===== config.mk =====
export PLATFORM = sky130hd
export DESIGN_NAME = alias_train_ctrl
export DESIGN_NICKNAME = d
export VERILOG_FILES = /design/src/rtl/alias_train_ctrl.sv
export SDC_FILE = /design/constraint.sdc
export NUM_CORES = 1
export LEC_CHECK = 0
export ABC_AREA = 0
export ABC_CLOCK_PERIOD_IN_PS = 3700
export CORE_MARGIN = 1.5
export CORE_UTILIZATION = 35
export DETAILED_ROUTE_END_ITERATION = 12
export GPL_ROUTABILITY_DRIVEN = 0
export HOLD_SLACK_MARGIN = 0.05
export PLACE_DENSITY_LB_ADDON = 0.3
export SETUP_SLACK_MARGIN = 0.15
export SLEW_MARGIN = 20
export SYNTH_ARGS = -nofsm -noshare
export SYNTH_HDL_FRONTEND = slang
export SYNTH_SLANG_ARGS = --single-unit

===== constraint.sdc =====
create_clock -name clk -period 3.7 [get_ports clk]
set_clock_uncertainty 0.15 [all_clocks]
set_input_delay 0.74 -clock clk [delete_from_list [all_inputs] [get_ports clk]]
set_output_delay 0.74 -clock clk [all_outputs]
set_load 0.05 [all_outputs]

===== src/rtl/alias_train_ctrl.sv =====
module alias_train_ctrl #(
  parameter int IDX_W = 4,
  parameter int CNT_W = 2,
  parameter int PT_W  = 6
) (
  input  logic               clk,
  input  logic               rst_n,
  input  logic               trig_valid,
  input  logic [IDX_W-1:0]   trig_idx,
  input  logic [CNT_W-1:0]   trig_cnt,
  input  logic               cmt_valid,
  input  logic [2*PT_W-1:0]  cmt_pc,
  input  logic [IDX_W-1:0]   cmt_idx,
  output logic               active,
  output logic               busy,
  output logic               upd_valid,
  output logic [PT_W-1:0]    upd_addr,
  output logic               upd_dep
);
  localparam logic [CNT_W-1:0] ONE = CNT_W'(1);

  logic             on_q;
  logic [IDX_W-1:0] idx_q;
  logic [CNT_W-1:0] left_q;

  wire start = !on_q && trig_valid && (trig_cnt != '0);
  wire hit   = on_q && cmt_valid && (cmt_idx == idx_q);

  always_ff @(posedge clk) begin
    if (!rst_n) begin
      on_q   <= 1'b0;
      idx_q  <= '0;
      left_q <= '0;
    end else if (start) begin
      on_q   <= 1'b1;
      idx_q  <= trig_idx;
      left_q <= trig_cnt;
    end else if (hit) begin
      left_q <= left_q - ONE;
      if (left_q == ONE) on_q <= 1'b0;
    end
  end

  assign active    = on_q;
  assign busy      = on_q && trig_valid;
  assign upd_valid = hit;
  assign upd_addr  = cmt_pc[PT_W-1:0] ^ cmt_pc[2*PT_W-1:PT_W];
  assign upd_dep   = 1'b1;
endmodule


==> impl_metrics.tcl, run 1 <==
set metrics [dict create \
    status "finished clean" \
    die-width_um 40.1 \
    antennaDiodeCount 0 \
    ys_ff_latch 7 \
    synth_top_area_cell "dfxtp_1" \
    worstPathMaxFanout 4 \
    dp.cells 97 \
    rsz0062_at_grt "false" \
    dpl_cell_area_um2 821 \
    path_cells "clkdlybuf4s50_1, and2_1, clkdlybuf4s50_1" \
    slew-limit-headroom 0.663 \
    antenna_found_initial 0 \
    io_pins 36 \
    pwr_density_cell_nw_per_um2 317 \
    min_to "left_q[1]" \
    dp_slack_ns 0.603 \
    hold_viol 0 \
    layout-drive-gt1-share 0.116 \
    worst-path-buf-inv 2 \
    top_usage_layer "met2" \
    worst_r2r_path_depth 4 \
    final_core_util 0.651 \
    root_buffer "clkbuf_4" \
    grt_pass1_vias 442 \
    crit_type "in -> out" \
    drc 0 \
    area_growth_pct 75.4 \
    gr-total-overflow 0 \
    cts_hold_buf 0 \
    vias_per_cell 4.82 \
    drv_slew 0 \
    synthCells 50 \
    drt-initial-drc-count 2 \
    reg2reg_from "active" \
    die_h_um 40.1 \
    drt-total-wl_mm 1.11 \
    cts_made_buffers 3 \
    cts-resized-gates 0 \
    p_leak_nw 0.342 \
    ant_nets 0 \
    numPortBuffers 34 \
    fin_crit_ns 3.10 \
    cts_tree "yes" \
    syn_area_per_cell_um2 9.66 \
    dieArea_um2 1610 \
    synth-seq-area-share 0.290 \
    clock_path_buffers 2 \
    syn-cell-area_um2 483 \
    wl_per_cell_um 11.0 \
    worst_slack_ns 0.603 \
    worstReg2RegEnd "left_q[0]" \
    slowest_delay_ns 0.80 \
    post_cts_buffers 0 \
    nFillCells 127 \
    vdd_ir_drop_max_mv 0.213 \
    routed-via-count 487 \
    worst_path_most_repeated_cell "clkdlybuf4s50_1" \
    htreeDepth 1 \
    final.setup.tns_ns 0 \
    multiInputGateArea_um2 317 \
    fin_cells 101 \
    finalCritPeriodShare 0.837 \
    grt_pass1_wl_mm 1.67 \
    end_kind "primary output" \
    power_mw 0.269 \
    worst_pin_slew_ns 0.504 \
    hp-class "reg -> reg" \
    yosys.area.top_type_share 0.290 \
    grt_max_degree 9 \
    hold_slack_ns 0.308 \
    start_kind "input port" \
    drt_pass1_iterations 3 \
    synthTopCellsByArea "dfxtp_1, xor2_1, mux2i_1" \
    start_util 0.371 \
    ys_types 24 \
    ys_warn_count 0 \
    worstHoldStart "left_q[1]" \
    met1_usage 0.154 \
    fmax_ghz 0.323 \
    clkTransAtPathRegs_ns 0.05 \
    crit_family "buffers and inverters" \
    r2r_setup_slack_ns 2.29 \
    met2_usage 0.298 \
    required_ns 2.81 \
    maxCapViolCount 0 \
    final_area_um2 847 \
    hold_path_depth 2 \
    fin_nets 114 \
    rows 13 \
    regArea_um2 140 \
    clock_latency_ns 0.26 \
    crit_slowest_cell "clkdlybuf4s50_1" \
    grtUsageMet3 0.0833 \
    arrival_ns 2.21 \
    grt_usage 0.159 \
    design.core.area_um2 1300 \
    syn_nets 77 \
    cts.sinks 7 \
    finalSetupViolations 0 \
]
layout make-up:
class / instances / area share
Inverter: 2 / 0.00886
Clock buffer: 4 / 0.0310
Sequential cell: 7 / 0.165
Timing Repair Buffer: 34 / 0.399
Tap cell: 15 / 0.0222
Multi-Input combinational cell: 39 / 0.374
placed cells by master, fill, tap and decap left out, types with 2 or more instances in the layout:
cell type        synthesis  routed
o21ai_0                  2       2
mux2i_1                  5       5
dfxtp_1                  7       7
xor2_1                   9       9
o21a_1                   2       2
clkdlybuf4s50_1          0      33
nor2b_1                  4       4
nand2_1                  3       3
inv_1                    2       2
clkbuf_4                 0       3
synth_stat cells, drive strengths merged:
| cell | n |
|---|---|
| ha | 1 |
| a22o | 1 |
| xnor2 | 1 |
| a21oi | 1 |
| nand2 | 3 |
| nor2b | 5 |
| a31oi | 1 |
| mux2i | 5 |
| and3 | 1 |
| o21ai | 2 |
| inv | 2 |
| dfxtp | 7 |
| conb | 1 |
| buf | 2 |
| and2 | 2 |
| o21a | 2 |
| xor2 | 9 |
| a211oi | 2 |
| nand3b | 1 |
| nor3 | 1 |
per-layer routing:
layer	up-vias	wire length [um]
li1	239	-
met1	222	386
met2	24	592
met3	2	126
met4	0	8
met5	-	0
worst max path at each step:
stage               cells past startpoint  slack, ns        from     endpoint
finish                                  3       0.60  trig_valid         busy
global placement                        3       0.65   cmt_pc[1]  upd_addr[1]
detailed placement                      3       0.60  trig_valid         busy
global route                            3       0.54   cmt_pc[5]  upd_addr[5]
floorplan                               1       1.31   cmt_pc[6]  upd_addr[0]
CTS                                     3       0.60  trig_valid         busy
state kept, by name (all words and copies together), names as in the netlist:
name	cells
active	1
idx_q	4
left_q	2
worst reg2reg max path: stages, from the launching register on:
cell and delay (ns):
dfxtp_1 0.45, nor2b_4 0.07, o21a_1 0.22, a211oi_1 0.34, a211oi_2 0.06
report_power, final:
part           switching (mW)  total, mW  internal (mW)
logic                  0.0570      0.112         0.0546
clock network          0.0299     0.0712         0.0413
registers             0.00487     0.0861         0.0812
total                  0.0917      0.269          0.177
cell families (layout without fill, tap and decap cells):
logic type                 Yosys count  count (layout)  synth area share
DFF                                  7               7             0.290
muxes                                5               5             0.104
adders and majority gates            1               1            0.0259
and+or+nand+nor                     13              13             0.194
AOI/OAI and AO/OA                    9               9             0.142
buffers and inverters                4              40            0.0544
xor gates and xnor gates            10              10             0.181
other                                1               1           0.00776
(Power assumes the default switching activity.)
==> run 2: changes to the inputs <==
ABC_CLOCK_PERIOD_IN_PS = 2900   (was 3700)
CORE_UTILIZATION = 32   (was 35)
clock period = 2.9 ns   (was 3.7 ns; I/O delays follow)
==> run 2 against run 1 <==
Flip-flop and latch count stayed put. Via count down 4.3%. Global-route usage shrank 1.4 points. Count of clock-buffer cells in the layout unchanged. Core utilization shrank 2.7 points. Sequential power up 28%. Critical path depth up 2. Combinational power rose by 23%. First-iteration DRC count is the same. Cell count unchanged. Largest power group unchanged.
==> impl_metrics.tcl, run 2 (synthesized netlist as in run 1, its figures left out) <==
set metrics [dict create \
    largest_reg_flops 4 \
    wl_met2_um 506 \
    io_pins 36 \
    htreeDepth 1 \
    drt-initial-drc-count 2 \
    path_cells "clkdlybuf4s50_1, xor2_1, nor3_2, and2_4, buf_12" \
    die_h_um 41.9 \
    worstPathMaxFanout 3 \
    ant_nets 0 \
    wl_per_cell_um 10.5 \
    p_leak_nw 0.352 \
    final_area_um2 842 \
    rsz0062_at_grt "false" \
    required_ns 2.17 \
    area_growth_pct 74.4 \
    top_register "idx_q" \
    regArea_um2 140 \
    fin_nets 114 \
    cts.sinks 7 \
    drt-total-wl_mm 1.06 \
    dieArea_um2 1750 \
    vdd_ir_drop_max_mv 0.280 \
    drt_pass1_iterations 2 \
    grt_max_degree 9 \
    cts_made_buffers 3 \
    nFillCells 143 \
    start_util 0.358 \
    grt_pass1_wl_mm 1.89 \
    hp-class "reg -> reg" \
    antennaDiodeCount 0 \
    finalCritPeriodShare 0.861 \
    die-width_um 41.9 \
    gr-total-overflow 0 \
    hold_viol 0 \
    dp_slack_ns 0.400 \
    vias_per_cell 4.61 \
    drv_slew 0 \
    worst_slack_ns 0.403 \
    crit_type "in -> out" \
    status "finished clean" \
    numPortBuffers 34 \
    arrival_ns 1.77 \
    pwr_density_cell_nw_per_um2 409 \
    crit_slowest_cell "clkdlybuf4s50_1" \
    grt_usage 0.145 \
    clkTransAtPathRegs_ns 0.06 \
    cts_tree "yes" \
    rows 13 \
    maxCapViolCount 0 \
    clock_path_buffers 2 \
    end_kind "primary output" \
    top_layer "met4" \
    final_common_cell "clkdlybuf4s50_1" \
    design.core.area_um2 1350 \
    multiInputGateArea_um2 317 \
    antenna_found_initial 0 \
    slowest_delay_ns 0.41 \
    final.setup.tns_ns 0 \
    cts_hold_buf 0 \
    final_cell_mix "clkdlybuf4s50_1, xor2_1, dfxtp_1, buf_4, mux2i_1" \
    grt_pass1_vias 455 \
    met1_length_um 445 \
    hpwl_um 881 \
    drc 0 \
    finalSetupViolations 0 \
    fin_crit_ns 2.50 \
    routed-via-count 466 \
    fin_cells 101 \
    post_cts_buffers 0 \
    start_kind "input port" \
    fmax_ghz 0.401 \
    root_buffer "clkbuf_4" \
    layout-drive-gt1-share 0.198 \
    cts-resized-gates 0 \
    dpl_cell_area_um2 816 \
    dp.cells 97 \
    route.met3.wl_um 82 \
    clock_latency_ns 0.26 \
]
-- run 2: cell count changes in the layout (fill, tap and decap cells not counted) --
cell | previous run | this run
clkdlybuf4s50_1 | 33 | 26
buf_12 | 0 | 1
buf_4 | 1 | 7
-- run 2: worst max-delay path: cells and delay by family --
family	cells	cell delay, ns
xor+xnor	1	0.15
buf+inv	2	0.54
simple gates	2	0.49
-- run 2: per-layer routing --
layer | vias up | global-route usage
met4 | 0 | 0.116
met3 | 4 | 0.0478
met2 | 24 | 0.225
met5 | - | 0
li1 | 239 | -
met1 | 199 | 0.160
-- run 2: cell type report --
cell class,count,share of cell area
timing repair buffer,34,0.395
multi-input combinational,39,0.376
sequential,7,0.166
clock buffer,4,0.0312
tap,15,0.0223
inverter,2,0.00892
-- run 2: report_power, final --
group          internal, mW  switching, mW  total (mW)
sequential            0.103        0.00617       0.110
clock                0.0530         0.0430      0.0959
combinational        0.0665         0.0719       0.138
total                 0.223          0.121       0.344
-- run 2: stage by stage --
step / utilization / hold WS, ns / power (mW)
floorplan: - / 0.288 / 0.193
global placement: 0.604 / 0.296 / 0.249
detailed placement: 0.604 / 0.309 / 0.251
CTS: 0.624 / 0.318 / 0.351
global route: 0.624 / 0.355 / 0.360
finish: 0.624 / 0.315 / 0.344
-- run 2: path summary, 6_finish.rpt --
check,start,endpoint,slack (ns),cells past startpoint
min,left_q[1],left_q[1],0.32,2
max,cmt_idx[2],upd_valid,0.40,5
min reg2reg,left_q[1],left_q[1],0.32,2
max reg2reg,active,idx_q[1],1.49,4
